==> src/rtl/mesi_pkg.sv <==
// Shared types for the line-state tracker.
// Assumes a 2-bit state per line and a 2-bit event code from the controller.
package mesi_pkg;

    typedef enum logic [1:0] {
        LS_INV = 2'b00,
        LS_SHR = 2'b01,
        LS_EXC = 2'b10,
        LS_MOD = 2'b11
    } line_state_t;

    typedef enum logic [1:0] {
        EV_READ  = 2'b00,
        EV_WRITE = 2'b01,
        EV_FILL  = 2'b10,
        EV_DROP  = 2'b11
    } ev_kind_t;

    // Outcome of one event applied to one line's current state.
    typedef struct packed {
        logic        upd;    // write nxt into the table now
        line_state_t nxt;    // state to store
        logic        hit;    // line was valid
        logic        deny;   // local write refused
        logic        defer;  // dirty drop: write back first, clear one cycle later
    } step_t;

    function automatic logic state_writable(line_state_t s);
        return (s == LS_EXC) || (s == LS_MOD);
    endfunction

endpackage

==> src/rtl/mesi_line_table.sv <==
// Per-line state storage: one 2-bit register per cache line, one write port,
// two combinational read ports. Assumes LINES is a power of two so that every
// index value names a line. Reset clears every line to Invalid.
module mesi_line_table
    import mesi_pkg::*;
#(
    parameter int LINES = 64,
    localparam int IDX_W = $clog2(LINES)
) (
    input  logic             clk,
    input  logic             rst_n,
    input  logic             wr_en,
    input  logic [IDX_W-1:0] wr_idx,
    input  line_state_t      wr_state,
    input  logic [IDX_W-1:0] ra_idx,
    output line_state_t      ra_state,
    input  logic [IDX_W-1:0] rb_idx,
    output line_state_t      rb_state
);

    line_state_t cells [LINES];

    for (genvar g = 0; g < LINES; g++) begin : g_line
        line_state_t cell_q;

        // Hold one line's state; load it when the write port names this line.
        always_ff @(posedge clk) begin
            if (!rst_n)
                cell_q <= LS_INV;
            else if (wr_en && (wr_idx == IDX_W'(g)))
                cell_q <= wr_state;
        end

        assign cells[g] = cell_q;
    end

    assign ra_state = cells[ra_idx];
    assign rb_state = cells[rb_idx];

    AST_RESET_CLEARS: assert property (@(posedge clk) disable iff (!rst_n)
        $past(!rst_n) |-> (ra_state == LS_INV && rb_state == LS_INV));

endmodule

==> src/rtl/mesi_step.sv <==
// Transition decision for one line: given its current state and an event,
// says whether and how the table is updated and what is reported.
// Purely combinational; assumes the caller applies the result only when the
// event is accepted.
module mesi_step
    import mesi_pkg::*;
(
    input  line_state_t cur,
    input  ev_kind_t    kind,
    input  logic        fill_excl,
    output step_t       res
);

    // Decide the next state and response flags for the presented event.
    always_comb begin
        res.upd   = 1'b0;
        res.nxt   = cur;
        res.hit   = (cur != LS_INV);
        res.deny  = 1'b0;
        res.defer = 1'b0;
        unique case (kind)
            EV_READ: begin
            end
            EV_WRITE: begin
                if (cur == LS_SHR) begin
                    res.deny = 1'b1;
                end else if (cur == LS_EXC) begin
                    res.upd = 1'b1;
                    res.nxt = LS_MOD;
                end
            end
            EV_FILL: begin
                if (cur == LS_INV) begin
                    res.upd = 1'b1;
                    res.nxt = fill_excl ? LS_EXC : LS_SHR;
                end
            end
            EV_DROP: begin
                if (cur == LS_MOD) begin
                    res.defer = 1'b1;
                end else if (cur != LS_INV) begin
                    res.upd = 1'b1;
                    res.nxt = LS_INV;
                end
            end
            default: begin
            end
        endcase
    end

endmodule

==> src/rtl/mesi_state_tracker.sv <==
// Coherence state tracker for a write-back data cache.
// Accepts one event per cycle (read, write, fill, invalidate) for a line,
// updates that line's 2-bit state, and returns a registered response one cycle
// later. Invalidating a Modified line raises a one-cycle write-back request;
// the line is cleared at the end of that cycle, and no event is accepted
// during it. Assumes the controller holds an event until ev_ready is high.
module mesi_state_tracker
    import mesi_pkg::*;
#(
    parameter int LINES = 64,
    localparam int IDX_W = $clog2(LINES)
) (
    input  logic             clk,
    input  logic             rst_n,
    input  logic             ev_valid,
    output logic             ev_ready,
    input  logic [1:0]       ev_kind,
    input  logic [IDX_W-1:0] ev_index,
    input  logic             ev_fill_excl,
    output logic             rsp_valid,
    output logic             rsp_hit,
    output logic             rsp_wr_denied,
    output logic [1:0]       rsp_prev,
    output logic             wb_req,
    output logic [IDX_W-1:0] wb_index,
    input  logic [IDX_W-1:0] q_index,
    output logic [1:0]       q_state,
    output logic             q_writable
);

    ev_kind_t         kind_in;
    line_state_t      cur_state;
    line_state_t      look_state;
    step_t            step;
    logic             accept;
    logic             pend_q;
    logic [IDX_W-1:0] pend_idx_q;
    logic             tbl_wr_en;
    logic [IDX_W-1:0] tbl_wr_idx;
    line_state_t      tbl_wr_state;

    assign kind_in  = ev_kind_t'(ev_kind);
    assign ev_ready = !pend_q;
    assign accept   = ev_valid && ev_ready;

    mesi_line_table #(.LINES(LINES)) u_table (
        .clk      (clk),
        .rst_n    (rst_n),
        .wr_en    (tbl_wr_en),
        .wr_idx   (tbl_wr_idx),
        .wr_state (tbl_wr_state),
        .ra_idx   (ev_index),
        .ra_state (cur_state),
        .rb_idx   (q_index),
        .rb_state (look_state)
    );

    mesi_step u_step (
        .cur       (cur_state),
        .kind      (kind_in),
        .fill_excl (ev_fill_excl),
        .res       (step)
    );

    // Pick the table write: a pending dirty drop clears its line first.
    always_comb begin
        if (pend_q) begin
            tbl_wr_en    = 1'b1;
            tbl_wr_idx   = pend_idx_q;
            tbl_wr_state = LS_INV;
        end else begin
            tbl_wr_en    = accept && step.upd;
            tbl_wr_idx   = ev_index;
            tbl_wr_state = step.nxt;
        end
    end

    // Track a dirty drop that waits one cycle for its write-back.
    always_ff @(posedge clk) begin
        if (!rst_n) begin
            pend_q     <= 1'b0;
            pend_idx_q <= '0;
        end else begin
            pend_q <= accept && step.defer;
            if (accept)
                pend_idx_q <= ev_index;
        end
    end

    // Register the response to the accepted event.
    always_ff @(posedge clk) begin
        if (!rst_n) begin
            rsp_valid     <= 1'b0;
            rsp_hit       <= 1'b0;
            rsp_wr_denied <= 1'b0;
            rsp_prev      <= LS_INV;
        end else begin
            rsp_valid <= accept;
            if (accept) begin
                rsp_hit       <= step.hit;
                rsp_wr_denied <= step.deny;
                rsp_prev      <= cur_state;
            end
        end
    end

    assign wb_req     = pend_q;
    assign wb_index   = pend_idx_q;
    assign q_state    = look_state;
    assign q_writable = state_writable(look_state);

    AST_WB_AFTER_DIRTY_DROP: assert property (@(posedge clk) disable iff (!rst_n)
        (accept && kind_in == EV_DROP && cur_state == LS_MOD)
        |=> (wb_req && wb_index == $past(ev_index)));
    AST_WB_SINGLE_CYCLE: assert property (@(posedge clk) disable iff (!rst_n)
        wb_req |=> !wb_req);
    AST_NO_RSP_WHILE_FLUSH: assert property (@(posedge clk) disable iff (!rst_n)
        wb_req |=> !rsp_valid);
    AST_DENY_ON_SHARED: assert property (@(posedge clk) disable iff (!rst_n)
        (accept && kind_in == EV_WRITE && cur_state == LS_SHR) |=> rsp_wr_denied);
    AST_DENY_NEEDS_HIT: assert property (@(posedge clk) disable iff (!rst_n)
        (rsp_valid && rsp_wr_denied) |-> rsp_hit);
    AST_INVALID_NO_HIT: assert property (@(posedge clk) disable iff (!rst_n)
        (rsp_valid && rsp_prev == LS_INV) |-> (!rsp_hit && !rsp_wr_denied));

endmodule

==> config.mk <==
export PLATFORM = sky130hd
export DESIGN_NAME = mesi_state_tracker
export DESIGN_NICKNAME = d
export VERILOG_FILES = /design/src/rtl/mesi_pkg.sv /design/src/rtl/mesi_line_table.sv /design/src/rtl/mesi_step.sv /design/src/rtl/mesi_state_tracker.sv
export SDC_FILE = /design/constraint.sdc
export NUM_CORES = 1
export LEC_CHECK = 0
export CORE_MARGIN = 4
export CORE_UTILIZATION = 45
export DETAILED_ROUTE_END_ITERATION = 8
export PLACE_DENSITY = 0.67
export RECOVER_POWER = 25
export SETUP_SLACK_MARGIN = 0.3
export SYNTH_ARGS = -nofsm -noshare
export SYNTH_HDL_FRONTEND = slang
export SYNTH_SLANG_ARGS = --single-unit
export TNS_END_PERCENT = 50
==> constraint.sdc <==
create_clock -name clk -period 5.3 [get_ports clk]
set_input_delay 0.53 -clock clk [delete_from_list [all_inputs] [get_ports clk]]
set_output_delay 0.53 -clock clk [all_outputs]
set_load 0.01 [all_outputs]
==> results.yml <==
run_status:
  run_status: "finished, final reports clean"
min_path:
  worst_hold_path_type: "flop to flop"
  timing.hold.worst.start: "rsp_wr_denied"
  number_of_cells_on_the_worst_hold_path: 2
clock_network:
  number_of_buffers_inserted_by_post_cts_setup_repair: 0
  cts-root-buf: "clkbuf_16"
  tritoncts_clock_tree: "done"
  worst_skew_late_latency_ps: 430
  numCtsBuffers: 17
  tritoncts_num_sinks: 140
  htreeDepth: 4
  max-clock-path-buffers: 2
  cts.clk_slew.worst_paths_ps: 50
detailed_routing:
  detailedRoute.firstIterationViolations: 1139
  firstDrtPassIters: 6
  antenna_left: 0
  vias: 7069
  drt-vias-per-instance: 6.37
  drc_errors: 0
  wl_per_cell_um: 23.1
  drt-total-wl_um: 25700
critical_path:
  cp_num_cells: 6
  worst-r2r-cell-count: 11
  data_required_time_at_the_worst_endpoint_ps: 4770
  critPathBufInv: 3
  critical_path_cell_list: "dlygate4sd3_1 > clkbuf_1 > mux4_2 > mux4_2 > mux4_2 > clkdlybuf4s50_1"
  timing_worst_setup_path_type: "input pin to primary output"
  cp_max_fanout: 10
  critical-path-slowest-cell: "dlygate4sd3_1"
  timing.critical_path.arrival_ps: 4190
  rr_startpoint: "u_table.g_line[55].cell_q[1]"
  setup.worst_path.start_class: "input pin"
  cpLargestDelayFamily: "buffers and inverters"
  cp-end-kind: "primary output"
  path_common_cell: "mux4_2"
  cpPeakStageDelay_ps: 1010
  critical_path.startpoint: "q_index[1]"
power:
  powerDensity_nw_per_um2: 277
  combPwrFrac_pct: 9.7
  p_switching_uw: 649
  cell_internal_pwr_uw: 1930
  clock_power_share_pct: 48.8
  report.power.total_uw: 2570
  swShare_pct: 25.2
  p_leak_uw: 0.00313
  max-vdd-ir-drop_mv: 0.288
  sequentialPowerShare_pct: 41.5
floorplan:
  io_pins: 34
  die_ar_um2: 20400
  die_w_um: 143
  design.core.area_um2: 17900
  die_height_um: 143
  rows: 49
  start_util_pct: 45.7
synthesis:
  synthesis.area_per_instance_um2: 9.47
  synth.net_count: 886
  netlist_area_um2: 8170
  commonest_cells_post_synth: "dfxtp_1 (140), nand2_1 (123), nor2_1 (76)"
  seq_area_frac_synth_pct: 34.3
  postSynthCellCount: 863
  yosysWarningCount: 0
  synth_fa_ha_area_share_pct: 0.765
  yosys.cell_types.count: 50
  synth-main-ff-cell: "dfxtp_1"
  synth_edf_count: 0
  synth_top_area_share_pct: 34.3
  synthSimpleGateAreaFrac_pct: 17.3
  synth.most_common_cell: "dfxtp_1"
  synthesized_area_fraction_occupied_by_ao_oa_aoi_and_oai_cells_pct: 13.9
  synth_xor_area_share_pct: 0
  ys_async_sr_fraction_pct: 0
  fraction_of_synthesized_area_in_multiplexers_pct: 29.7
  yosys-top-cells-area: "dfxtp_1 (34%), mux4_2 (19%), mux2i_1 (7.8%)"
  yosys_register_bits: 140
  synthDominantAreaCellType: "dfxtp_1"
  main_combinational_cell_family_by_area_after_synthesis: "multiplexers"
timing:
  maxClockFrequency_ghz: 0.212
  post_route_minimum_period_ps: 4720
  hold_slack_ps: 467
  timing.final.crit_share_pct: 89.0
  worstMarginPinSlew_ps: 1450
  finalHoldViolations: 0
  setup_viol: 0
  timing.slew.headroom_pct: 3.21
  slew_viol_final: 0
  grt_setup_unrepaired: "false"
  clock-skew-final_ps: 8.06
  finalSetupTns_ps: 0
cells_and_area:
  area.sequential_um2: 2800
  nNetsFinal: 891
  multi_input_combinational_cell_area_um2: 5050
  final_util_pct: 51.9
  area_growth_syn_to_layout_pct: 13.6
  fillers: 1622
  antenna_cells_inserted: 0
  final_layout_size_suffix_gt1_share_pct: 19.5
place:
  buffer_ports.inserted: 33
  finalWeightedCongestion: 0.931
  place.detailed.hpwl_um: 17700
global_routing:
  grt_antenna_before_repair: 0
  first_pass_grt_wire_length_um: 40400
  number_of_global_route_vias_before_repair: 6645
  grt_use_total_pct: 26.0
  grt_max_degree: 77
  overflow: 0
flow_run:
  maxCapViolCount: 0
==> path summary, 6_finish.rpt <==
path | endpoint | slack, ps
worst max-delay path | q_state[1] | 580
worst min-delay path | rsp_wr_denied | 470
worst max register to register | u_table.g_line[31].cell_q[0] | 1230
worst min register to register | rsp_wr_denied | 470
==> logic make-up after synthesis <==
group           Yosys count
compound gates          178
fa+ha+maj                 5
buf+inv                  76
flops                   140
mux                     155
simple gates            309
==> metrics by stage <==
stage | instances | worst slack [ps] | instance area, µm²
2_1_floorplan | 863 | 1360 | 8170
3_3_place_gp | 1078 | 517 | 8680
3_5_place_dp | 1078 | 340 | 8680
4_1_cts | 1110 | 779 | 9290
5_1_grt | 1110 | 427 | 9280
6_report | 1110 | 581 | 9280
==> routing by layer <==
metal / share of wire (%) / track usage, % / wire, µm / vias to the layer above
li1: - / - / - / 3179
met1: 42 / 37.7 / 10800 / 3386
met2: 45 / 38.1 / 11500 / 435
met3: 9.9 / 6.23 / 2550 / 69
met4: 3.1 / 8.70 / 808 / 0
met5: 0 / 0 / 0 / -
==> worst reg2reg max path: cells and delay by family, from the launching register on <==
| kind | cells | cell delay, ps |
|---|---|---|
| AND/OR/NAND/NOR | 2 | 440 |
| flip-flops | 1 | 320 |
| adder cells (fa/ha/maj) | 1 | 330 |
| buffers and inverters | 2 | 390 |
| AO/OA/AOI/OAI | 5 | 1960 |
| multiplexers | 1 | 510 |
==> layout make-up <==
| class | instances | share of cell area (%) |
|---|---|---|
| clock buffer | 23 | 5.15 |
| sequential | 140 | 30.2 |
| timing repair buffer | 53 | 5.31 |
| inverter | 9 | 0.364 |
| clock inverter | 9 | 1.46 |
| tap | 229 | 3.09 |
| multi-input combinational | 647 | 54.4 |
==> repair_timing <==
| action | CTS | global route |
|---|---|---|
| gates resized for setup | 0 | 1 |
| setup endpoints to repair | 0 | 1 |
| endpoints found under the hold margin | 0 | 0 |
| hold buffers | 0 | 0 |
==> cell usage in the layout (no fill, tap or decap), drive strengths merged, types with 6 or more instances in the layout <==
cell and instances:
a21boi 7, a31oi 8, mux2 23, nand2 123
and2 40, buf 22, inv 9, clkdlybuf4s50 14
nand3 28, o22ai 41, mux4 68, mux2i 64
clkbuf 25, a22oi 7, nor2 76, a31o 20
a21oi 48, nor2b 6, dlygate4sd3 15, o21ai 30
nand2b 17, dfxtp 140
==> sequential cells by signal, summed over array words and instances (netlist names) <==
name and cells:
rsp_prev 2, u_table.g_line.cell_q 128, wb_req 1, rsp_hit 1
rsp_wr_denied 1, wb_index 6, rsp_valid 1
==> power groups by stage <==
| stage | clock network, µW | registers (µW) | logic, µW |
|---|---|---|---|
| 2_1_floorplan | 0 | 1090 | 159 |
| 3_3_place_gp | 0 | 1090 | 250 |
| 3_5_place_dp | 0 | 1090 | 250 |
| 4_1_cts | 1270 | 1070 | 250 |
| 5_1_grt | 1320 | 1070 | 267 |
| 6_report | 1260 | 1070 | 250 |
Note: power is estimated with default switching activity, not from simulation.
